--- src/rtl/conv_seq_pkg.sv ---
`timescale 1ns/1ps
package conv_seq_pkg;
  typedef enum logic [1:0] {
    PH_IDLE   = 2'd0,
    PH_SETTLE = 2'd1,
    PH_CONV   = 2'd2,
    PH_GAP    = 2'd3
  } phase_e;
endpackage

--- src/rtl/conv_seq_cfg_watch.sv ---
`timescale 1ns/1ps
// Restart request: first edge after reset, or any change of the configuration word.
module conv_seq_cfg_watch #(
  parameter int CFG_W = 8
) (
  input  logic             clk,
  input  logic             rst_n,
  input  logic [CFG_W-1:0] cfg,
  output logic             restart
);
  logic [CFG_W-1:0] snap_q;
  logic             armed_q;

  always_ff @(posedge clk or negedge rst_n) begin
    if (!rst_n) begin
      snap_q  <= '0;
      armed_q <= 1'b0;
    end else begin
      snap_q  <= cfg;
      armed_q <= 1'b1;
    end
  end

  assign restart = !armed_q || (cfg != snap_q);
endmodule

--- src/rtl/conv_seq_chan_pick.sv ---
`timescale 1ns/1ps
// Channel selection: start channel, successor and end-of-list flag.
module conv_seq_chan_pick #(
  parameter int NUM_CH = 4,
  parameter int CH_W   = 2
) (
  input  logic            scan_en,
  input  logic [CH_W-1:0] sel_chan,
  input  logic [1:0]      seq_code,
  input  logic [CH_W-1:0] cur_chan,
  output logic [CH_W-1:0] start_chan,
  output logic [CH_W-1:0] next_chan,
  output logic            is_last
);
  localparam int LEN_W = CH_W + 3;

  logic [LEN_W-1:0] raw_len;
  logic [LEN_W-1:0] list_len;

  always_comb begin
    case (seq_code)
      2'b00:   raw_len = LEN_W'(2);
      2'b01:   raw_len = LEN_W'(3);
      default: raw_len = LEN_W'(4);
    endcase
    list_len = (raw_len > LEN_W'(NUM_CH)) ? LEN_W'(NUM_CH) : raw_len;
  end

  always_comb begin
    if (scan_en) begin
      start_chan = '0;
      is_last    = (LEN_W'(cur_chan) == (list_len - LEN_W'(1)));
      next_chan  = is_last ? '0 : (cur_chan + CH_W'(1));
    end else begin
      start_chan = sel_chan;
      is_last    = 1'b1;
      next_chan  = sel_chan;
    end
  end
endmodule

--- src/rtl/conv_seq_phase_len.sv ---
`timescale 1ns/1ps
// Terminal count of the current phase, from the per-channel count fields.
module conv_seq_phase_len
  import conv_seq_pkg::*;
#(
  parameter int NUM_CH        = 4,
  parameter int CH_W          = 2,
  parameter int CNT_W         = 16,
  parameter int SCALE_LOG2    = 4,
  parameter int SWITCH_CYCLES = 4,
  parameter int TW            = CNT_W + SCALE_LOG2
) (
  input  logic [NUM_CH*CNT_W-1:0] settle_cnt,
  input  logic [NUM_CH*CNT_W-1:0] conv_cnt,
  input  logic [CH_W-1:0]         chan,
  input  phase_e                  phase,
  output logic [TW-1:0]           term
);
  logic [TW-1:0] settle_m1 [NUM_CH];
  logic [TW-1:0] conv_m1   [NUM_CH];

  for (genvar i = 0; i < NUM_CH; i++) begin : g_len
    logic [CNT_W-1:0] s_raw, c_raw, s_eff, c_eff;
    assign s_raw = settle_cnt[i*CNT_W +: CNT_W];
    assign c_raw = conv_cnt[i*CNT_W +: CNT_W];
    assign s_eff = (s_raw == '0) ? CNT_W'(1) : s_raw;
    assign c_eff = (c_raw == '0) ? CNT_W'(1) : c_raw;
    assign settle_m1[i] = (TW'(s_eff) << SCALE_LOG2) - TW'(1);
    assign conv_m1[i]   = (TW'(c_eff) << SCALE_LOG2) - TW'(1);
  end

  always_comb begin
    case (phase)
      PH_SETTLE: term = settle_m1[chan];
      PH_CONV:   term = conv_m1[chan];
      PH_GAP:    term = TW'(SWITCH_CYCLES - 1);
      default:   term = '0;
    endcase
  end
endmodule

--- src/rtl/conv_seq_ready_bank.sv ---
`timescale 1ns/1ps
// Sticky per-channel ready flags; a set beats a clear in the same cycle.
module conv_seq_ready_bank #(
  parameter int NUM_CH = 4,
  parameter int CH_W   = 2
) (
  input  logic              clk,
  input  logic              rst_n,
  input  logic              set_en,
  input  logic [CH_W-1:0]   set_chan,
  input  logic [NUM_CH-1:0] clr,
  output logic [NUM_CH-1:0] ready
);
  for (genvar i = 0; i < NUM_CH; i++) begin : g_flag
    always_ff @(posedge clk or negedge rst_n) begin
      if (!rst_n)                                   ready[i] <= 1'b0;
      else if (set_en && (set_chan == CH_W'(i)))    ready[i] <= 1'b1;
      else if (clr[i])                              ready[i] <= 1'b0;
    end
  end
endmodule

--- src/rtl/conv_sequencer.sv ---
`timescale 1ns/1ps
module conv_sequencer
  import conv_seq_pkg::*;
#(
  parameter int NUM_CH        = 4,
  parameter int CNT_W         = 16,
  parameter int SCALE_LOG2    = 4,
  parameter int SWITCH_CYCLES = 4,
  parameter int CH_W          = $clog2(NUM_CH)
) (
  input  logic                    clk,
  input  logic                    rst_n,
  input  logic                    scan_en,
  input  logic [CH_W-1:0]         sel_chan,
  input  logic [1:0]              seq_code,
  input  logic [NUM_CH*CNT_W-1:0] settle_cnt,
  input  logic [NUM_CH*CNT_W-1:0] conv_cnt,
  input  logic [NUM_CH-1:0]       ready_clr,
  output logic [CH_W-1:0]         chan_idx,
  output logic                    settle_en,
  output logic                    conv_en,
  output logic [NUM_CH-1:0]       ready,
  output logic                    pass_done
);
  localparam int TW    = CNT_W + SCALE_LOG2;
  localparam int CFG_W = 1 + CH_W + 2 + 2 * NUM_CH * CNT_W;

  phase_e          phase_q;
  logic [CH_W-1:0] chan_q;
  logic [TW-1:0]   cnt_q;
  logic            pass_q;

  logic            restart;
  logic [CH_W-1:0] start_chan, next_chan;
  logic            is_last;
  logic [TW-1:0]   term;
  logic            at_end;
  logic            conv_done;

  conv_seq_cfg_watch #(.CFG_W(CFG_W)) u_watch (
    .clk     (clk),
    .rst_n   (rst_n),
    .cfg     ({scan_en, sel_chan, seq_code, settle_cnt, conv_cnt}),
    .restart (restart)
  );

  conv_seq_chan_pick #(.NUM_CH(NUM_CH), .CH_W(CH_W)) u_pick (
    .scan_en    (scan_en),
    .sel_chan   (sel_chan),
    .seq_code   (seq_code),
    .cur_chan   (chan_q),
    .start_chan (start_chan),
    .next_chan  (next_chan),
    .is_last    (is_last)
  );

  conv_seq_phase_len #(
    .NUM_CH(NUM_CH), .CH_W(CH_W), .CNT_W(CNT_W),
    .SCALE_LOG2(SCALE_LOG2), .SWITCH_CYCLES(SWITCH_CYCLES), .TW(TW)
  ) u_len (
    .settle_cnt (settle_cnt),
    .conv_cnt   (conv_cnt),
    .chan       (chan_q),
    .phase      (phase_q),
    .term       (term)
  );

  assign at_end    = (cnt_q == term);
  assign conv_done = !restart && (phase_q == PH_CONV) && at_end;

  always_ff @(posedge clk or negedge rst_n) begin
    if (!rst_n) begin
      phase_q <= PH_IDLE;
      chan_q  <= '0;
      cnt_q   <= '0;
      pass_q  <= 1'b0;
    end else if (restart) begin
      phase_q <= PH_SETTLE;
      chan_q  <= start_chan;
      cnt_q   <= '0;
      pass_q  <= 1'b0;
    end else begin
      pass_q <= 1'b0;
      if (phase_q != PH_IDLE) begin
        if (at_end) begin
          cnt_q <= '0;
          case (phase_q)
            PH_SETTLE: phase_q <= PH_CONV;
            PH_CONV: begin
              phase_q <= PH_GAP;
              pass_q  <= is_last;
            end
            default: begin
              phase_q <= PH_SETTLE;
              chan_q  <= next_chan;
            end
          endcase
        end else begin
          cnt_q <= cnt_q + TW'(1);
        end
      end
    end
  end

  conv_seq_ready_bank #(.NUM_CH(NUM_CH), .CH_W(CH_W)) u_ready (
    .clk      (clk),
    .rst_n    (rst_n),
    .set_en   (conv_done),
    .set_chan (chan_q),
    .clr      (ready_clr),
    .ready    (ready)
  );

  assign chan_idx  = chan_q;
  assign settle_en = (phase_q == PH_SETTLE);
  assign conv_en   = (phase_q == PH_CONV);
  assign pass_done = pass_q;
endmodule

--- config.mk ---
export PLATFORM = sky130hd
export DESIGN_NAME = conv_sequencer
export DESIGN_NICKNAME = d
export VERILOG_FILES = /design/src/rtl/conv_seq_pkg.sv /design/src/rtl/conv_seq_cfg_watch.sv /design/src/rtl/conv_seq_chan_pick.sv /design/src/rtl/conv_seq_phase_len.sv /design/src/rtl/conv_seq_ready_bank.sv /design/src/rtl/conv_sequencer.sv
export SDC_FILE = /design/constraint.sdc
export NUM_CORES = 1
export LEC_CHECK = 0
export BUFFER_PORTS_ARGS = -buffer_cell sky130_fd_sc_hd__buf_2
export CORE_ASPECT_RATIO = 1.75
export CORE_MARGIN = 2
export CORE_UTILIZATION = 45
export CTS_CLUSTER_SIZE = 40
export DETAILED_ROUTE_END_ITERATION = 16
export PLACE_DENSITY = 0.77
export SLEW_MARGIN = 20
export SYNTH_ARGS = -nofsm -noshare
export SYNTH_HDL_FRONTEND = slang
export SYNTH_SLANG_ARGS = --single-unit
--- constraint.sdc ---
create_clock -name clk -period 4.05 [get_ports clk]
set_input_delay 0.6075 -clock clk [delete_from_list [all_inputs] [get_ports clk]]
set_output_delay 0.6075 -clock clk [all_outputs]
set_load 0.01 [all_outputs]
======== After elaboration in Yosys (flattened, before gate mapping) ========
Index checks and enable logic that the tools add are counted.
word-level totals
  register bits after elaboration ......... 163
  bits in latches ......................... 0
  memory bits (writable) .................. 0
  memory bits (read-only) ................. 0
  input bits .............................. 139
  output and inout port bits .............. 9
  logic and storage cells ................. 108
  memories ................................ 0
operators by class
  $add $sub $neg .......................... 11
  $mul .................................... 0
  div/mod/pow operators ................... 0
  order comparisons ....................... 2
  equality and inequality tests ........... 11
  shift operators ......................... 0
  muxes and demuxes ....................... 44
  bitwise operators ....................... 1
  reduce and logical (&&, ||, !) cells .... 29
operators by type and width
  operator               number
  $sub 20x1->20 const B  8
  $mux 20                7
  $ne 133x133->1         1
  $logic_not 16->1       8
  $mux 16                8
  $bmux 20 s2            2
  $pmux 20 s3            1
  $add 20x1->20 const B  1
  $eq 20x20->1           1
  $mux 2                 10
  $reduce_bool 2->1      7
  $mux 1                 13
  $eq 2x2->1 const B     4
  $eq 2x1->1 const B     3
  $logic_and 1x1->1      6
  $pmux 3 s2             1
  $eq 2x5->1             1
  $sub 5x1->5 const B    1
  $logic_not 2->1        2
  $pmux 2 s2             1
  $ge 3x3->1 const B     1
  $gt 3x3->1 const B     1
  $mux 3                 1
  $not 2->3              1
  7 further kinds        8

======== Longest topological paths before layout ========
Gate-level depths: netlist of the first run.
  word-level depth ........................ 12
  depth in mapped cells ................... 19
  depth with buffers taken out ............ 16

======== Hierarchy ========
A second synthesis of the first run with hierarchy kept.
second synthesis, totals
  cell total of the unflattened synthesis .. 1104
  area total of the unflattened synthesis .. 10600.2 um^2
by module, submodules not included
  module               times used  cells each  area an instance (um^2)  sequential area each (um^2)
  conv_seq_cfg_watch   1           387         5180.0                   3353.2
  conv_seq_phase_len   1           505         3477.1                   0.0
  conv_sequencer       1           176         1627.8                   625.6
  conv_seq_ready_bank  1           16          167.7                    100.1
  conv_seq_chan_pick   1           20          147.6                    0.0

======== Worst setup path before layout of the first run ========
OpenSTA, ideal clock, no wires.
  kind .................................... input-to-reg
  from .................................... input port conv_cnt[56]
  to ...................................... register cnt_q[13]
  setup time .............................. 0.119 ns
  arrival ................................. 4.474 ns
  required time ........................... 3.931 ns
  slack ................................... -0.543 ns
  stages .................................. 19
  buffers on the path ..................... 4
  path through ............................ buf_2 -> or4_1 -> buf_2 -> nor4_2 -> a21oi_1 -> ha_1 -> or3b_2 -> clkbuf_1 -> xnor2_1 -> o22ai_1 -> nor3_1 -> a21oi_1 -> xnor2_1 -> a2111oi_0 -> nand4_1 -> or3_4 -> nand2_2 -> buf_4 -> nor2_1
on the way
  word-level cells in the longest chain between the ends .. 11
  elaborated cells on any way between the ends .. 14
  those cells by class .................... 1 x add/sub; 2 x eq/ne; 8 x mux; 3 x reduce/logical
RTL lines
  element                                     RTL line                  text
  start, declared                             conv_sequencer.sv:17      input logic [NUM_CH*CNT_W-1:0] conv_cnt,
  $logic_not 16->1                            conv_seq_phase_len.sv:27  assign c_eff = (c_raw == '0) ? CNT_W'(1) : c_raw;
  $mux 16                                     conv_seq_phase_len.sv:27
  $sub 20x1->20                               conv_seq_phase_len.sv:29  assign conv_m1[i] = (TW'(c_eff) << SCALE_LOG2) - TW'(1);
  $bmux 20 s2                                 conv_seq_phase_len.sv:35  PH_CONV: term = conv_m1[chan];
  $mux 20 (not written as such) (2 in a row)  conv_seq_phase_len.sv:35
  $pmux 20 s3                                 conv_seq_phase_len.sv:33  case (phase)
  $eq 20x20->1                                conv_sequencer.sv:68      assign at_end = (cnt_q == term);
  $mux 20                                     conv_sequencer.sv:85      if (at_end) begin
  $mux 20                                     conv_sequencer.sv:84      if (phase_q != PH_IDLE) begin
  $mux 20                                     conv_sequencer.sv:77      end else if (restart) begin
  end signal, assigned                        conv_sequencer.sv:99      cnt_q <= cnt_q + TW'(1);
  end, declared                               conv_sequencer.sv:30      logic [TW-1:0] cnt_q;
Parallel ways exist; a longest one is shown, timed or not. The select of a mux whose other input is x is not followed.
A chain may end at the register's enable or synchronous reset.

======== Worst setup path in the final report of the first run ========
  from .................................... input port conv_cnt[59]
  to ...................................... register phase_q[0]
on the way
  word-level cells in the longest chain between the ends .. 10
  elaborated cells on any way between the ends .. 14
  those cells by class .................... 1 x add/sub; 2 x eq/ne; 6 x mux; 5 x reduce/logical
RTL lines
  element                                     RTL line                  text
  $logic_not 16->1                            conv_seq_phase_len.sv:27
  $mux 16                                     conv_seq_phase_len.sv:27
  $sub 20x1->20                               conv_seq_phase_len.sv:29
  $bmux 20 s2                                 conv_seq_phase_len.sv:35
  $mux 20 (not written as such) (2 in a row)  conv_seq_phase_len.sv:35
  $pmux 20 s3                                 conv_seq_phase_len.sv:33
  $eq 20x20->1                                conv_sequencer.sv:68
  $reduce_bool 2->1 (no source line)          --
  $reduce_and 2->1 (no source line)           --
  end signal, assigned                        conv_sequencer.sv:73      phase_q <= PH_IDLE;
  end signal, assigned                        conv_sequencer.sv:78      phase_q <= PH_SETTLE;
  end signal, assigned                        conv_sequencer.sv:88      PH_SETTLE: phase_q <= PH_CONV;
  end, declared                               conv_sequencer.sv:28      phase_e phase_q;
Parallel ways exist; a longest one is shown, timed or not. The select of a mux whose other input is x is not followed.

==> impl_metrics.toml, run 1 <==
[sta]
report.final.setup_viol = 0
fmax_ghz = 0.247
slew_headroom = 0.450
slew_violations = 0
tightest_slew_ps = 814
fin_crit_sh = 1.00
hold_ws_ps = 193
period_needed_ps = 4050
rsz0062_at_grt = "yes"
fin_skew_ps = 12.8
hold_violations = 0

[floorplanning]
die_h_um = 212
fp.dieW_um = 123
dieArea_um2 = 25900
core-area_um2 = 24400
row_count = 76
io_pins = 148
start_util = 0.453

[synthesis]
syn_inst = 1218
synth.area.top_cells = "dfrtp_1, xor2_1, xnor2_1"
ys.flop_type = "dfrtp_1"
yosysTopAreaCell = "dfrtp_1"
synth_area_um2 = 11100
ys_seq_area_frac = 0.368
synth_edf_count = 0
synth_most_common_cell = "dfrtp_1"
postSynthAreaPerCell_um2 = 9.10
synth_nets = 1377
yosysWarningCount = 0
async_flop_share = 1.00
synthTopCellsByCount = "dfrtp_1, xor2_1, nor2_1"
synth_top_area_share = 0.368
ys_ff_latch = 163
yosysUniqueCellTypes = 83

[outcome]
status = "finished, final reports clean"

[critical_path]
cp-end-kind = "register"
r2r_start = "phase_q[1]"
reg2regPathDepth = 14
crit_arrival_ps = 4440
cp-startpoint = "conv_cnt[59]"
crit_path_start_kind = "input pin"
r2r_end = "phase_q[0]"
crit_required_ps = 4440
crit_fanout = 5
ff2ff_setup_slack_ps = 190
crit_type = "input pin to register"

[clocking]
cts.sinks = 163
clkTransAtPathRegs_ps = 70
worst_skew_pair.late_latency_ps = 460
cts-root-buf = "clkbuf_16"
holdBufCountCts = 0
cts_htree_levels = 4
cts_buffers = 17
cts_tree = "built"
cts_buffer_depth = 2

[grt]
antenna_found_initial = 5
grt_pass1_wl_um = 82300
grt_pass1_vias = 12600
grt_usage = 0.452
grt_max_degree = 80
grt_overflow = 0

[cells_and_area]
area_delta_synth_final_pct = 39.3
nets = 1792
fillers = 2138
finish.instance_area_um2 = 15400
drive_gt1_frac = 0.358

[worst_hold_path]
hold_class = "input pin to async pin"

[routing]
route.detailed.drc = 0
wl_per_cell_um = 29.1
vias = 12400
vias_per_cell = 6.34
dr.pass1.iters = 5
ant_nets = 0
drt_iter0_drc = 1021
finalWirelength_um = 57100

[flow_run]
cap_violations = 0

[pwr]
peakVddDrop_mv = 0.267
leakage_uw = 0.00660
powerDensity_nw_per_um2 = 291

[placement]
gp_congestion = 1.07
io_buffers = 147
dpl_cell_area_um2 = 14300
detailed_place_hpwl_um = 46800
==> registers in the layout, summed over array words and instances, names as in the netlist <==
register and flops:
u_watch.armed_q 1, u_watch.snap_q 133, cnt_q 20, u_ready.ready 4, phase_q 2, pass_done 1
chan_idx 2
==> worst max path at each step <==
stage,depth (start not counted),end,slack (ps)
after floorplan,17,phase_q[0],-130
after global placement,19,chan_idx[1],-620
after detailed placement,19,chan_idx[1],-660
after CTS,16,cnt_q[2],-30
after global routing,18,phase_q[0],-180
final,15,phase_q[0],0.4
==> report_power, final <==
part / switching [µW] / internal, µW
registers: 39.1 / 1700
clock network: 759 / 888
logic: 674 / 431
total: 1470 / 3010
==> through the flow <==
| stage | utilization | std cells | power [µW] | setup WS [ps] | TNS (ps) |
|---|---|---|---|---|---|
| floorplan | - | 1218 | 2150 | -134 | -1290 |
| global placement | 0.586 | 1918 | 2790 | -616 | -15600 |
| detailed placement | 0.586 | 1918 | 2790 | -655 | -17000 |
| CTS | 0.613 | 1951 | 4420 | -31.6 | -85.7 |
| global route | 0.631 | 1961 | 4600 | -184 | -2730 |
| finish | 0.631 | 1961 | 4490 | 0.371 | 0 |
==> worst max-delay path, stage by stage <==
cell      delay [ps]
buf_2            130
or4_4            570
buf_4            180
o311ai_1         460
nor4_1           180
xnor2_1          210
a221oi_1         110
buf_4            180
nor4_1           510
or3_1            200
nand4_1          110
buf_6            160
or3_4            430
mux2_4           330
nand2_2           70
==> placed cells by master (no fill, tap or decap), types with 17 or more instances in the layout <==
cell type and instances:
nand3_1 48, nand2b_1 30, nor4_1 55, nand2_1 51
dfrtp_1 163, a21oi_1 36, buf_4 288, or4_1 18
o22ai_1 23, inv_1 56, clkbuf_16 17, nor3_1 41
nor2b_1 46, buf_2 141, nand4_1 44, nor2_1 71
xor2_1 83, xnor2_1 73
==> what timing repair did <==
action / in CTS / in global routing
pin swaps: 13 / 28
gates resized for setup: 18 / 72
cloned: 0 / 1
setup buffers: 1 / 6
endpoints found under the setup margin: 29 / 29
==> cells by family (layout without fill, tap and decap cells) <==
kind of cell / Yosys count / count (layout) / share of synthesized area
AND/OR/NAND/NOR: 534 / 535 / 0.282
AO/OA/AOI/OAI: 222 / 222 / 0.145
flip-flops: 163 / 163 / 0.368
XOR/XNOR: 159 / 159 / 0.126
buffers and inverters: 102 / 529 / 0.0373
adder cells (fa/ha/maj): 20 / 20 / 0.0226
multiplexers: 17 / 17 / 0.0182
other: 1 / 4 / 0.000339
==> routing by layer <==
metal,up-vias,share of wire,GRT usage
met5,-,0,0
met4,0,0.12,0.422
met3,272,0.062,0.0913
met2,707,0.48,0.726
met1,6065,0.34,0.487
li1,5394,-,-
==> cell type report <==
| type | instances | area (µm²) | area share |
|---|---|---|---|
| Timing Repair Buffer | 440 | 3020 | 0.196 |
| Multi-Input combinational cell | 954 | 7150 | 0.463 |
| Antenna cell | 3 | 7.51 | 0.000487 |
| Sequential cell | 163 | 4080 | 0.264 |
| Clock inverter | 13 | 121 | 0.00787 |
| Tap cell | 312 | 390 | 0.0253 |
| Clock buffer | 19 | 453 | 0.0294 |
| Inverter | 57 | 214 | 0.0139 |
(Power assumes the default switching activity.)
==> run 2, diff against run 1 <==
--- a/config.mk
+++ b/config.mk
@@ -8,10 +8,10 @@
 export BUFFER_PORTS_ARGS = -buffer_cell sky130_fd_sc_hd__buf_2
 export CORE_ASPECT_RATIO = 1.75
 export CORE_MARGIN = 2
-export CORE_UTILIZATION = 45
+export CORE_UTILIZATION = 59
 export CTS_CLUSTER_SIZE = 40
 export DETAILED_ROUTE_END_ITERATION = 16
-export PLACE_DENSITY = 0.77
+export PLACE_DENSITY = 0.93
 export SLEW_MARGIN = 20
 export SYNTH_ARGS = -nofsm -noshare
 export SYNTH_HDL_FRONTEND = slang
==> run 2 against run 1 <==
The run now fails in global routing. Synthesized cell count stayed put. Synthesized area unchanged.
==> impl_metrics.toml, run 2 <==
[synthesis]
ys_ff_latch = 163
synth_top_area_share = 0.368
ys.flop_type = "dfrtp_1"
synth_most_common_cell = "dfrtp_1"
synth_nets = 1377
yosysWarningCount = 0
yosysUniqueCellTypes = 83
syn_inst = 1218
synth_edf_count = 0
ys_seq_area_frac = 0.368
synth_area_um2 = 11100
yosysTopAreaCell = "dfrtp_1"
synthTopCellsByCount = "dfrtp_1, xor2_1, nor2_1"
synth.area.top_cells = "dfrtp_1, xor2_1, xnor2_1"
async_flop_share = 1.00
postSynthAreaPerCell_um2 = 9.10

[outcome]
stop_error = "[ERROR GRT-0116] Global routing finished with congestion. Check the congestion regions in the DRC Viewer."
stop_stage = "global routing"
status = "stopped before the end"

[clocking]
cts-root-buf = "clkbuf_16"
cts_buffer_depth = 2
cts_htree_levels = 4
cts.sinks = 163
cts_buffers = 17

[placement]
pre_cts_ws_ps = -706
detailed_place_hpwl_um = 41200
gp_congestion = 1.36
io_buffers = 147

[floorplanning]
start_util = 0.599
die_h_um = 185
row_count = 66
io_pins = 148
fp.dieW_um = 108

[grt]
grt_pass1_wl_um = 106000
grt_overflow = 141
grt_max_degree = 104
grt_pass1_vias = 16500
grt_usage = 0.719
==> run 2: cell counts after synthesis <==
Identical to the previous run, type by type.
==> run 2: cells by family after synthesis <==
kind of cell | Yosys count | share of synthesized area
compound gates | 222 | 0.145
xor+xnor | 159 | 0.126
fa+ha+maj | 20 | 0.0226
buf+inv | 102 | 0.0373
flops | 163 | 0.368
mux | 17 | 0.0182
other cells | 1 | 0.000339
simple gates | 534 | 0.282
==> run 2: routing by layer <==
layer / GRT usage / overflow
met3: 0.543 / 2
met1: 0.702 / 1
met5: 0.140 / 0
met2: 0.915 / 83
met4: 0.725 / 55
==> run 2: what timing repair did <==
item / CTS
hold buffers: 0
gates resized for setup: 31
hold endpoints to repair: 0
pin swaps: 16
buffers inserted: 5
endpoints found under the setup margin: 29
==> run 2: through the flow <==
| stage | hold WS [ps] | utilization | cell area, µm² | instances |
|---|---|---|---|---|
| after floorplan | 312 | - | 11300 | 1218 |
| after global placement | 492 | 0.751 | 13900 | 1801 |
| after detailed placement | 501 | 0.751 | 13900 | 1801 |
| after CTS | 301 | 0.791 | 14600 | 1838 |
==> run 3, diff against run 2 <==
--- a/config.mk
+++ b/config.mk
@@ -6,12 +6,10 @@
 export NUM_CORES = 1
 export LEC_CHECK = 0
 export BUFFER_PORTS_ARGS = -buffer_cell sky130_fd_sc_hd__buf_2
-export CORE_ASPECT_RATIO = 1.75
 export CORE_MARGIN = 2
-export CORE_UTILIZATION = 59
-export CTS_CLUSTER_SIZE = 40
+export CORE_UTILIZATION = 40
 export DETAILED_ROUTE_END_ITERATION = 16
-export PLACE_DENSITY = 0.93
+export PLACE_DENSITY_LB_ADDON = 0.15
 export SLEW_MARGIN = 20
 export SYNTH_ARGS = -nofsm -noshare
 export SYNTH_HDL_FRONTEND = slang
==> run 3 against run 2 <==
The run now ends clean.
==> impl_metrics.toml, run 3 (synthesis results as in run 1) <==
[cells_and_area]
layout_commonest_cell = "buf_4"
finish.instance_area_um2 = 15200
most-common-layout-cells = "buf_4, dfrtp_1, buf_2"
area_delta_synth_final_pct = 37.3
largest_reg_flops = 133
finalNonFillerCells = 1997
diodes = 0
nets = 1772
reg.largest.list = "u_watch.snap_q x133, cnt_q x20, u_ready.ready x4"
largest-register = "u_watch.snap_q"
drive_gt1_frac = 0.333
fillers = 2569

[grt]
grt_max_degree = 83
grt_usage = 0.373
grt_pass1_wl_um = 77100
grt_pass1_vias = 11500
antenna_found_initial = 2
grt_overflow = 0

[placement]
dpl_cell_area_um2 = 14200
detailed_place_hpwl_um = 44400
place_inst = 1956
gp_congestion = 0.997
io_buffers = 147
pre_cts_ws_ps = -596

[pwr]
leakage_uw = 0.00654
powerDensity_nw_per_um2 = 297
seqPwrFrac = 0.383
peakVddDrop_mv = 0.283
p_clk_frac = 0.380
p_comb_frac = 0.237
internal_power_uw = 3090
p_sw_frac = 0.318
p_sw_uw = 1440

[sta]
tns_ps = 0
slew_violations = 0
rsz0062_at_grt = "yes"
fin_skew_ps = 15.1
slew_headroom = 0.412
fin_crit_sh = 0.997
report.final.setup_viol = 0
fmax_ghz = 0.248
fin_ws_ps = 11.8
hold_violations = 0
tightest_slew_ps = 870
period_needed_ps = 4040

[critical_path]
critPathMaxStageDelay_ps = 420
crit_arrival_ps = 4430
crit_slowest_cell = "or3b_4"
crit_required_ps = 4440
crit_fanout = 5
worst-path-buf-inv = 3
crit_type = "input pin to register"
worstPathCellList = "buf_2 -> nor3_2 -> and3_1 -> a31oi_1 -> ha_2 -> or3b_4 -> buf_4 -> nor3_1 -> xor2_1 -> o221ai_1 -> a221o_1 -> and3_1 -> nor4_4 -> nand4_1 -> buf_4 -> or3_4 -> mux2_4 -> nand2_2"
critPathTopFamily = "simple AND/OR/NAND/NOR gates"
crit_path_start_kind = "input pin"
cp-end-kind = "register"

[floorplanning]
die_h_um = 170
row_count = 60
io_pins = 148
dieArea_um2 = 29000
start_util = 0.409
fp.dieW_um = 170
core-area_um2 = 27100

[clocking]
cts-root-buf = "clkbuf_16"
worst_skew_pair.late_latency_ps = 450
clkTransAtPathRegs_ps = 70
cts_buffer_depth = 2
cts_buffers = 17
cts_tree = "built"
cts.sinks = 163
cts_htree_levels = 4

[routing]
vias_per_cell = 5.95
dr.pass1.iters = 6
drt_iter0_drc = 1384
finalWirelength_um = 53800
ant_nets = 0
wl_per_cell_um = 26.9
vias = 11900
route.detailed.drc = 0

[flow_run]
cap_violations = 0

[outcome]
status = "finished, final reports clean"

[worst_hold_path]
hold_class = "input pin to async pin"
## run 3: stage by stage
step           hold slack [ps]   util  power, µW
3_3_place_gp               490  0.525       2780
4_1_cts                    122  0.550       4480
3_5_place_dp               495  0.525       2780
5_1_grt                    138  0.561       4660
6_report                   109  0.561       4530
2_1_floorplan              312      -       2150
## run 3: area by class of cell
| class | count | area, µm² | share of cell area |
|---|---|---|---|
| Sequential cell | 163 | 4080 | 0.268 |
| Timing Repair Buffer | 420 | 2850 | 0.188 |
| Multi-Input combinational cell | 954 | 7010 | 0.461 |
| Clock inverter | 12 | 155 | 0.0102 |
| Clock buffer | 19 | 433 | 0.0285 |
| Inverter | 57 | 214 | 0.0141 |
| Tap cell | 372 | 465 | 0.0306 |
## run 3: power groups by stage
stage / combinational, µW / sequential, µW / clock (µW)
4_1_cts: 1020 / 1730 / 1730
5_1_grt: 1120 / 1740 / 1800
3_5_place_dp: 1010 / 1760 / 0
2_1_floorplan: 396 / 1760 / 0
3_3_place_gp: 1010 / 1760 / 0
6_report: 1070 / 1730 / 1720
## run 3: worst reg2reg max path, stage by stage (launching register included)
cell	delay, ps
dfrtp_1	380
inv_1	100
ha_1	310
nand3b_1	330
nor2_1	80
a31o_2	290
or4_4	580
or4_4	540
a21o_1	220
o311ai_4	90
nand3b_4	130
buf_6	140
nor4_4	260
buf_4	170
mux2i_1	170
nor2_1	60
## run 3: routing by layer
metal	up-vias	track usage	routed length (µm)
met5	-	0	0
met4	0	0.175	2900
met3	128	0.0681	4140
met2	598	0.589	24300
met1	5823	0.498	22500
li1	5339	-	-
## run 3: repair_timing
action	4_1_cts	5_1_grt
gates resized for setup	11	51
cloned	0	1
hold buffers	0	0
endpoints found under the setup margin	29	29
setup buffers	3	7
pin swaps	5	26
## run 3: final timing paths
| kind | start | to | slack [ps] | cells after the start |
|---|---|---|---|---|
| setup / recovery | settle_cnt[13] | phase_q[0] | 10 | 18 |
| hold / removal | rst_n | u_watch.snap_q[1] | 110 | 1 |
| setup reg to reg | phase_q[1] | chan_idx[1] | 110 | 15 |
| hold reg to reg | u_ready.ready[2] | u_ready.ready[2] | 510 | 1 |
| max in group asynchronous | rst_n | u_watch.snap_q[122] | 3070 | 2 |
| min in group clk | scan_en | u_watch.snap_q[132] | 300 | 1 |
